[config.mk]
export PLATFORM = sky130hd
export DESIGN_NAME = vid_timing_ctl
export DESIGN_NICKNAME = d
export VERILOG_FILES = /design/src/rtl/vtc_pkg.sv /design/src/rtl/vtc_sync_in.sv /design/src/rtl/vtc_counters.sv /design/src/rtl/vtc_field.sv /design/src/rtl/vid_timing_ctl.sv
export SDC_FILE = /design/constraint.sdc
export NUM_CORES = 1
export LEC_CHECK = 0
export BUFFER_PORTS_ARGS = -buffer_cell sky130_fd_sc_hd__buf_2
export CORE_UTILIZATION = 31
export DETAILED_ROUTE_END_ITERATION = 6
export HOLD_SLACK_MARGIN = 0.1
export PLACE_DENSITY_LB_ADDON = 0.2
export SLEW_MARGIN = 10
export SYNTH_ARGS = -nofsm -noshare
export SYNTH_HDL_FRONTEND = slang
export SYNTH_SLANG_ARGS = --single-unit
[constraint.sdc]
create_clock -name clk -period 4.35 [get_ports clk]
set_input_delay 0.435 -clock clk [delete_from_list [all_inputs] [get_ports clk]]
set_output_delay 0.435 -clock clk [all_outputs]
set_load 0.01 [all_outputs]
[src/rtl/vtc_pkg.sv]
package vtc_pkg;

  typedef enum logic {
    FLD_EVEN = 1'b0,
    FLD_ODD  = 1'b1
  } vtc_field_e;

  // position lies in the last `len` slots of a span of `total`
  function automatic logic tail_hit(input int unsigned pos, input int unsigned total,
                                    input int unsigned len);
    return (pos + len) >= total;
  endfunction

  // position lies in the first `len` slots
  function automatic logic head_hit(input int unsigned pos, input int unsigned len);
    return pos < len;
  endfunction

  // position is in the second half of the line
  function automatic logic past_half(input int unsigned pos, input int unsigned total);
    return pos >= (total >> 1);
  endfunction

endpackage

[src/rtl/vtc_sync_in.sv]
module vtc_sync_in (
  input  logic clk,
  input  logic rst_n,
  input  logic pin,
  input  logic pol,
  output logic lead
);
  logic act_q, act_d;

  always_ff @(posedge clk or negedge rst_n) begin
    if (!rst_n) begin
      act_q <= 1'b0;
      act_d <= 1'b0;
    end else begin
      act_q <= pin ^ pol;
      act_d <= act_q;
    end
  end

  assign lead = act_q & ~act_d;
endmodule

[src/rtl/vtc_counters.sv]
module vtc_counters import vtc_pkg::*; #(
  parameter int unsigned CW = 12
) (
  input  logic          clk,
  input  logic          rst_n,
  input  logic          follow,
  input  logic [CW-1:0] h_total,
  input  logic [CW-1:0] v_total,
  input  logic          hs_edge,
  input  logic          vs_edge,
  output logic [CW-1:0] h_cnt,
  output logic [CW-1:0] v_cnt,
  output logic          line_end,
  output logic          frame_end
);
  localparam logic [CW-1:0] ONE = CW'(1);

  logic v_pend;
  logic vs_early, vs_late;

  assign line_end  = (h_cnt == h_total - ONE);
  assign frame_end = line_end && (v_cnt == v_total - ONE);
  assign vs_early  = follow & vs_edge & ~past_half(32'(h_cnt), 32'(h_total));
  assign vs_late   = follow & vs_edge &  past_half(32'(h_cnt), 32'(h_total));

  always_ff @(posedge clk or negedge rst_n) begin
    if (!rst_n) begin
      h_cnt <= '0;
    end else if (follow && hs_edge) begin
      h_cnt <= ONE;
    end else if (line_end) begin
      h_cnt <= '0;
    end else begin
      h_cnt <= h_cnt + ONE;
    end
  end

  always_ff @(posedge clk or negedge rst_n) begin
    if (!rst_n) begin
      v_cnt  <= '0;
      v_pend <= 1'b0;
    end else if (vs_early) begin
      v_cnt  <= '0;
      v_pend <= 1'b0;
    end else if (line_end) begin
      v_cnt  <= (v_pend || vs_late || frame_end) ? '0 : v_cnt + ONE;
      v_pend <= 1'b0;
    end else if (vs_late) begin
      v_pend <= 1'b1;
    end
  end
endmodule

[src/rtl/vtc_field.sv]
module vtc_field import vtc_pkg::*; (
  input  logic clk,
  input  logic rst_n,
  input  logic tgl_ev,
  input  logic cap_ev,
  input  logic cap_val,
  output logic field
);
  vtc_field_e fld_q;

  always_ff @(posedge clk or negedge rst_n) begin
    if (!rst_n) begin
      fld_q <= FLD_EVEN;
    end else if (tgl_ev) begin
      fld_q <= (fld_q == FLD_EVEN) ? FLD_ODD : FLD_EVEN;
    end else if (cap_ev) begin
      fld_q <= cap_val ? FLD_ODD : FLD_EVEN;
    end
  end

  assign field = (fld_q == FLD_ODD);
endmodule

[src/rtl/vid_timing_ctl.sv]
module vid_timing_ctl import vtc_pkg::*; #(
  parameter int unsigned CW = 12
) (
  input  logic          clk,
  input  logic          rst_n,
  input  logic          sync_drive,
  input  logic          blank_drive,
  input  logic          code_mode,
  input  logic          blank_late,
  input  logic          pol_hs,
  input  logic          pol_vs,
  input  logic          pol_blank,
  input  logic          pol_field,
  input  logic [CW-1:0] h_total,
  input  logic [CW-1:0] h_active,
  input  logic [CW-1:0] h_sync_len,
  input  logic [CW-1:0] v_total,
  input  logic [CW-1:0] v_active,
  input  logic [CW-1:0] v_sync_len,
  input  logic          hs_in,
  input  logic          vs_in,
  input  logic          blank_in,
  output logic          hs_out,
  output logic          vs_out,
  output logic          blank_out,
  output logic          field_out,
  output logic          sync_oe,
  output logic          blank_oe,
  output logic          pix_sample
);
  // mode decode
  logic eff_master, follow, blank_int_src;
  assign eff_master    = sync_drive | code_mode;
  assign follow        = ~eff_master;
  assign blank_int_src = blank_drive | code_mode;
  assign sync_oe       = sync_drive;
  assign blank_oe      = blank_drive;

  // slave sync conditioning
  logic hs_lead, vs_lead, hs_edge, vs_edge;

  vtc_sync_in u_hs_in (.clk(clk), .rst_n(rst_n), .pin(hs_in), .pol(pol_hs), .lead(hs_lead));
  vtc_sync_in u_vs_in (.clk(clk), .rst_n(rst_n), .pin(vs_in), .pol(pol_vs), .lead(vs_lead));

  assign hs_edge = follow & hs_lead;
  assign vs_edge = follow & vs_lead;

  // position counters
  logic [CW-1:0] h_cnt, v_cnt;
  logic          line_end, frame_end;

  vtc_counters #(.CW(CW)) u_cnt (
    .clk(clk), .rst_n(rst_n), .follow(follow),
    .h_total(h_total), .v_total(v_total),
    .hs_edge(hs_edge), .vs_edge(vs_edge),
    .h_cnt(h_cnt), .v_cnt(v_cnt),
    .line_end(line_end), .frame_end(frame_end)
  );

  // window decode
  logic de_now, hs_now, vs_now;
  assign de_now = tail_hit(32'(h_cnt), 32'(h_total), 32'(h_active))
                & tail_hit(32'(v_cnt), 32'(v_total), 32'(v_active));
  assign hs_now = head_hit(32'(h_cnt), 32'(h_sync_len));
  assign vs_now = head_hit(32'(v_cnt), 32'(v_sync_len));

  // output stage
  logic de_d1, de_d2, hs_q, vs_q, blank_q;

  always_ff @(posedge clk or negedge rst_n) begin
    if (!rst_n) begin
      de_d1   <= 1'b0;
      de_d2   <= 1'b0;
      hs_q    <= 1'b0;
      vs_q    <= 1'b0;
      blank_q <= 1'b1;
    end else begin
      de_d1   <= de_now;
      de_d2   <= de_d1;
      hs_q    <= hs_now;
      vs_q    <= vs_now;
      blank_q <= blank_late ? ~de_d1 : ~de_now;
    end
  end

  // field
  logic tgl_ev, cap_ev, cap_val, field;
  assign tgl_ev  = eff_master & frame_end;
  assign cap_ev  = vs_edge;
  assign cap_val = past_half(32'(h_cnt), 32'(h_total));

  vtc_field u_field (
    .clk(clk), .rst_n(rst_n), .tgl_ev(tgl_ev), .cap_ev(cap_ev),
    .cap_val(cap_val), .field(field)
  );

  assign hs_out     = hs_q ^ pol_hs;
  assign vs_out     = vs_q ^ pol_vs;
  assign blank_out  = blank_q ^ pol_blank;
  assign field_out  = field ^ pol_field;
  assign pix_sample = blank_int_src ? de_d2 : ~(blank_in ^ pol_blank);
endmodule

==> results of run 1 <==
## logic make-up after synthesis
| logic type | Yosys count |
|---|---|
| simple gates | 169 |
| mux | 5 |
| buf+inv | 78 |
| compound gates | 136 |
| xor+xnor | 65 |
| flops | 35 |
| fa+ha+maj | 87 |
## worst max-delay path, stage by stage (launching register included)
cell and delay, ps:
dfrtp_1 520, ha_1 290, a21o_1 160, a21o_1 210, a2111oi_0 670, o21ai_0 250
nand2_1 120, xnor2_1 70, ha_1 190, or4_1 550, a211oi_1 220, o21ai_0 120
a21oi_1 190, a32oi_1 90, mux2i_1 150
## final cells by class
cell class	count	area [um2]
clock buffers	5	125.1
clock inverters	3	43.79
fillers	1585	9577
inverters	65	244.0
multi-input cells	462	3637
flip-flops and latches	35	877.1
well taps	188	235.2
repair buffers	92	462.9
## cells in the final DEF, fill, tap and decap left out, types with 3 or more instances in the layout
cell type / netlist / layout
nand3b_1: 7 / 7
clkbuf_16: 0 / 5
or4_1: 3 / 3
o211a_1: 3 / 3
mux2i_1: 4 / 4
or2_2: 3 / 3
nand4_1: 8 / 8
o21bai_1: 5 / 5
o21ai_1: 5 / 5
a211oi_1: 6 / 6
nand3_1: 16 / 16
a211o_1: 3 / 3
o21a_1: 8 / 8
or3_1: 5 / 5
and3_1: 15 / 15
a2111oi_0: 4 / 4
xor2_1: 28 / 28
dfrtp_1: 34 / 34
a21o_1: 13 / 13
o21ai_0: 21 / 21
nor2b_1: 9 / 9
nand2_1: 16 / 16
nor3_1: 13 / 13
a31oi_1: 18 / 18
xnor2_1: 37 / 37
nor2_1: 41 / 41
ha_1: 85 / 85
inv_1: 65 / 65
nor4_1: 7 / 7
nand2b_1: 8 / 8
a21oi_1: 22 / 22
buf_2: 1 / 91
o211ai_1: 6 / 6
## cell usage after synthesis (all sizes together) (6+ instances only)
master  number
nor3        14
nor2        41
o21ai       26
nand3b       7
nor2b        9
a21o        13
buf          8
a31oi       18
nand2b       8
a21oi       22
nor4         8
o211ai       6
inv         65
dfrtp       34
and3        15
xnor2       37
a211oi       7
ha          85
nand3       16
nand2       19
xor2        28
o21a         8
nand4        8
## power by group
group	total [mW]	internal (mW)	switching, mW
clock network	0.411	0.270	0.141
registers	0.531	0.404	0.127
logic	1.09	0.519	0.574
total	2.03	1.19	0.842
## flip-flops by register name, summed over array words and instances, names as in the netlist
signal and flops:
u_hs_in.act_d 1, vs_q 1, u_cnt.v_cnt 12, u_hs_in.act_q 1
blank_q 1, de_d2 1, u_cnt.v_pend 1, u_vs_in.act_q 1
u_vs_in.act_d 1, hs_q 1, de_d1 1, u_cnt.h_cnt 12
u_field.field 1
## final timing paths
check	cells after the start	startpoint	to	slack, ps
max	14	u_cnt.h_cnt[1]$_DFF_PN0_	blank_q$_DFF_PN1_	470
min	1	rst_n	u_cnt.v_cnt[1]$_DFFE_PN0N_	240
max reg2reg	14	u_cnt.h_cnt[1]$_DFF_PN0_	blank_q$_DFF_PN1_	470
min reg2reg	0	u_vs_in.act_q$_DFF_PN0_	u_vs_in.act_d$_DFF_PN0_	380
max in group asynchronous	1	rst_n	u_cnt.h_cnt[4]$_DFF_PN0_	3590
min in group clk	2	blank_late	blank_q$_DFF_PN1_	310
## stage by stage
step             util  setup WS (ps)  hold WS [ps]  instance area [um2]  power [mW]
2_1_floorplan       -           1088         139.4                 4846       1.321
3_3_place_gp   0.3589          569.7         357.7                 5456       1.601
3_5_place_dp   0.3589          478.3         367.1                 5456       1.629
4_1_cts        0.3700          496.7         275.6                 5625       2.056
5_1_grt        0.3700          21.51         312.0                 5625       2.244
6_report       0.3700          471.8         240.6                 5625       2.034
## metal layers
layer  vias up  track usage  share of wire
li1       2256            -              -
met1      2070       0.2204           0.49
met2        84       0.2783           0.46
met3        13      0.01884          0.035
met4         0      0.02871          0.010
met5         -            0              0
==> impl_metrics.csv, run 1 <==
group,metric,value,unit
synthesis,yosys_warnings,0,
synthesis,synth.net_count,747,
die,initial_utilization,0.3188,
status,status,"finished clean",
sta,max_slew_margin,0.4636,
synthesis,synth_area,4846,um2
die,core_area,15200,um2
synthesis,yosys.area.top_type,"ha_1",
power,power_leakage,2.878,nW
clock_network,post_cts_buffers,0,
die,row_count,45,
synthesis,yosys.area_share.xor_xnor,0.1175,
die,die_h,127.0,um
synthesis,synth_cells,575,
layout,antenna_cells,0,
clock_network,cts_max_path_buffers,2,
synthesis,synth_seq_cells,35,
placement,dp.cells,842,
synthesis,yosysSeqAreaShare,0.1810,
synthesis,synth_edf_count,0,
synthesis,synth_flop_cell,"dfrtp_1",
routing,first_iter_violations,150,
synthesis,synth_top_area_frac,0.2195,
grt,grt_pass1_wl,21.31,mm
layout,nets,833,
sta,max_freq,257.8,MHz
routing,routed_wl,12.40,mm
sta,finalSetupTns,0,ps
synthesis,synth_simple_gate_area_frac,0.1983,
grt,grt.total_usage,0.1621,
synthesis,syn_area_per_cell,8.428,um2
power,ir_drop,0.1739,mV
synthesis,synthMuxAreaShare,0.01059,
die,die_w,127.0,um
sta,rsz0062_at_grt,"false",
clock_network,clock-sinks,35,
placement,numPortBuffers,91,
routing,final_antenna_net_count,0,
grt,grt_pass1_vias,4446,
placement,hpwl,10.34,mm
clock_network,numCtsBuffers,5,
sta,drv_slew,0,
synthesis,synthAdderAreaFrac,0.2277,
sta,fin_crit,3878,ps
placement,gp_congestion,0.8363,
hold_path,hold_path.class,"in2async",
routing,drcViolationCount,0,
worst_setup_path,path_class,"reg2reg",
die,die_area,16140,um2
layout,fin_cells,850,
die,boundaryPins,92,
sta,post-route-period-util,0.8916,
sta,fin_skew,7.128,ps
synthesis,synthArstFlopShare,1.000,
grt,antenna_found_initial,0,
clock_network,h-tree-depth,2,
routing,wire_per_inst,14.59,um
grt,grt_max_degree,36,
clock_network,cts_hold_buf,0,
sta,setup_viol,0,
power,p_per_area,361.7,nW/um2
worst_setup_path,end_kind,"flip-flop",
clock_network,root_buffer,"clkbuf_16",
routing,via_per_inst,5.204,
synthesis,synthTopCellsByArea,"ha_1 (22%), dfrtp_1 (18%), xnor2_1 (6.7%)",
layout,area.growth.synth_to_final,16.09,%
clock_network,clk_latency,280,ps
synthesis,ys_types,72,
clock_network,cts_tree,"done",
worst_setup_path,crit_required,4560,ps
layout,drive_gt1_frac,0.1767,
flow_run,max_cap_violations,0,
clock_network,clk_pin_slew,60,ps
routing,route.vias.total,4423,
worst_setup_path,startpoint_type,"flip-flop",
synthesis,synth_compound_area_frac,0.1965,
grt,grt_overflow,0,
sta,final-hold-violation-count,0,
clock_network,ctsResizeCount,0,
routing,dr.pass1.iters,4,
sta,worst_pin_slew,804.5,ps
synthesis,synth_top_family_by_area,"adder cells",
worst_setup_path,path_max_fanout,8,
worst_setup_path,cp.arrival,4090,ps
Power figures use the tool's default switching activity.
==> run 2: changes to the inputs <==
RECOVER_POWER = 100   (was not set)
clock period = 4.44 ns   (was 4.35 ns; I/O delays follow)
==> run 2 against run 1 <==
  * The run now ends with max-capacitance violations, max-slew violations left
  * Cell area fell by 1.3%
  * Wire length fell by 0.11%
  * Sequential power fell by 0.8%
  * Total power fell by 4.8%
  * Die area did not move
  * Worst setup slack improved by 100 ps
  * Clock skew rose by 0.75 ps
  * First-iteration DRC count rose by 2.0%
==> impl_metrics.csv, run 2 (synthesis gave the netlist of run 1 again) <==
group,metric,value,unit
status,status,"complete, but fails checks",
status,violations,"max-capacitance violations, max-slew violations",
grt,grt_pass1_wl,21.33,mm
worst_setup_path,crit_buf_inv,0,
layout,fillCellCount,1589,
routing,route.vias.total,4359,
layout,finalInstanceArea,5552,um2
worst_setup_path,cp.arrival,4070,ps
power,p_per_area,348.7,nW/um2
clock_network,h-tree-depth,2,
sta,fin_crit,3866,ps
routing,final_antenna_net_count,0,
placement,dpl_cell_area,5449,um2
clock_network,numCtsBuffers,5,
clock_network,clk_latency,280,ps
worst_setup_path,worstSetupEndpoint,"blank_q$_DFF_PN1_",
grt,grt.total_usage,0.1616,
die,die_w,127.0,um
grt,grt_overflow,0,
sta,fin_skew,7.880,ps
layout,multi_input_area,3593,um2
power,power_leakage,2.827,nW
layout,final_common_cell,"ha_1",
clock_network,cts_tree,"done",
sta,worst_pin_slew,1925,ps
die,die_h,127.0,um
worst_setup_path,reg2regPathDepth,14,
routing,dr.pass1.iters,4,
worst_setup_path,crit_required,4640,ps
sta,post-route-period-util,0.8708,
die,initial_utilization,0.3188,
worst_setup_path,startpoint_type,"flip-flop",
placement,hpwl,10.33,mm
clock_network,ctsResizeCount,0,
die,row_count,45,
sta,max_freq,258.7,MHz
clock_network,cts_hold_buf,0,
grt,grtUsageMet1,0.2175,
layout,top_regs,"u_cnt.h_cnt x12, u_cnt.v_cnt x12",
sta,rsz0062_at_grt,"false",
worst_setup_path,cp-startpoint,"u_cnt.h_cnt[1]$_DFF_PN0_",
worst_setup_path,r2r_slack,570,ps
flow_run,max_cap_violations,1,
sta,finalSetupTns,0,ps
grt,antenna_found_initial,0,
worst_setup_path,end_kind,"flip-flop",
layout,mostFrequentLayoutCells,"ha_1 (85), buf_2 (80), inv_1 (65)",
routing,wire_per_inst,14.59,um
routing,via_per_inst,5.134,
clock_network,root_buffer,"clkbuf_16",
grt,grtUsageMet3,0.01968,
layout,area.sequential,877.1,um2
grt,grt_max_degree,36,
die,boundaryPins,92,
placement,gp_congestion,0.8311,
layout,final_core_util,0.3652,
placement,numPortBuffers,91,
worst_setup_path,reg2reg_to,"blank_q$_DFF_PN1_",
sta,drv_slew,36,
grt,use_met2,0.2835,
routing,drcViolationCount,0,
worst_setup_path,cp.depth,14,
clock_network,clk_pin_slew,60,ps
die,die_area,16140,um2
grt,grt-busiest-layer,"met2",
routing,routed_wl,12.39,mm
sta,setup_viol,0,
layout,drive_gt1_frac,0.1513,
clock_network,clock-sinks,35,
die,core_area,15200,um2
worst_setup_path,r2r_start,"u_cnt.h_cnt[1]$_DFF_PN0_",
worst_setup_path,critical_path.max_stage_delay,680,ps
layout,antenna_cells,0,
clock_network,post_cts_buffers,0,
hold_path,hold_path.class,"in2reg",
layout,nets,832,
sta,max_slew_margin,-0.2833,
clock_network,cts_max_path_buffers,2,
grt,grt_pass1_vias,4482,
layout,area.growth.synth_to_final,14.56,%
sta,final-hold-violation-count,0,
worst_setup_path,critPathTopFamily,"compound AO/OA/AOI/OAI gates",
worst_setup_path,path_max_fanout,8,
worst_setup_path,cp_cell_sequence,"ha_1 > a21o_1 > a21o_1 > a2111oi_0 > o21ai_0 > nand2_1 > xnor2_1 > ha_1 > or4_1 > a211oi_1 > o21ai_0 > a21oi_1 > a32oi_1 > mux2i_1",
power,ir_drop,0.1345,mV
worst_setup_path,path_class,"reg2reg",
routing,first_iter_violations,153,
worst_setup_path,critPathSlowestCell,"a2111oi_0",
-- run 2: per-layer routing --
metal | wire length, um | up-vias
met5 | 0 | -
met4 | 55 | 0
met3 | 415 | 4
met2 | 5707 | 80
met1 | 6213 | 2024
li1 | - | 2251
-- run 2: final cells by class --
cell class | instances | share of cell area
inverter | 65 | 0.04395
timing repair buffer | 91 | 0.07956
tap | 188 | 0.04237
clock buffer | 7 | 0.02750
sequential | 35 | 0.1580
clock inverter | 1 | 0.001352
multi-input combinational | 462 | 0.6473
-- run 2: metrics by stage --
stage / worst slack [ps] / hold WS, ps / std cells / power, mW
global placement: 646.3 / 357.0 / 841 / 1.556
floorplan: 1178 / 148.4 / 575 / 1.295
finish: 573.8 / 331.0 / 849 / 1.936
global route: 181.3 / 327.2 / 849 / 2.137
detailed placement: 529.3 / 365.6 / 841 / 1.589
CTS: 548.5 / 282.4 / 849 / 1.975
-- run 2: worst min-delay path by stage --
stage	slack, ps	start	depth (start not counted)	end
final	330	blank_late	2	blank_q$_DFF_PN1_
after global routing	330	blank_late	2	blank_q$_DFF_PN1_
after CTS	280	rst_n	1	u_cnt.v_cnt[0]$_DFFE_PN0N_
after detailed placement	370	de_d1$_DFF_PN0_	0	de_d2$_DFF_PN0_
after global placement	360	u_vs_in.act_q$_DFF_PN0_	0	u_vs_in.act_d$_DFF_PN0_
after floorplan	150	rst_n	0	de_d1$_DFF_PN0_
-- run 2: power breakdown --
| part | internal (mW) | total [mW] | switching [mW] |
|---|---|---|---|
| logic | 0.494 | 1.04 | 0.544 |
| clock network | 0.238 | 0.371 | 0.132 |
| registers | 0.396 | 0.527 | 0.132 |
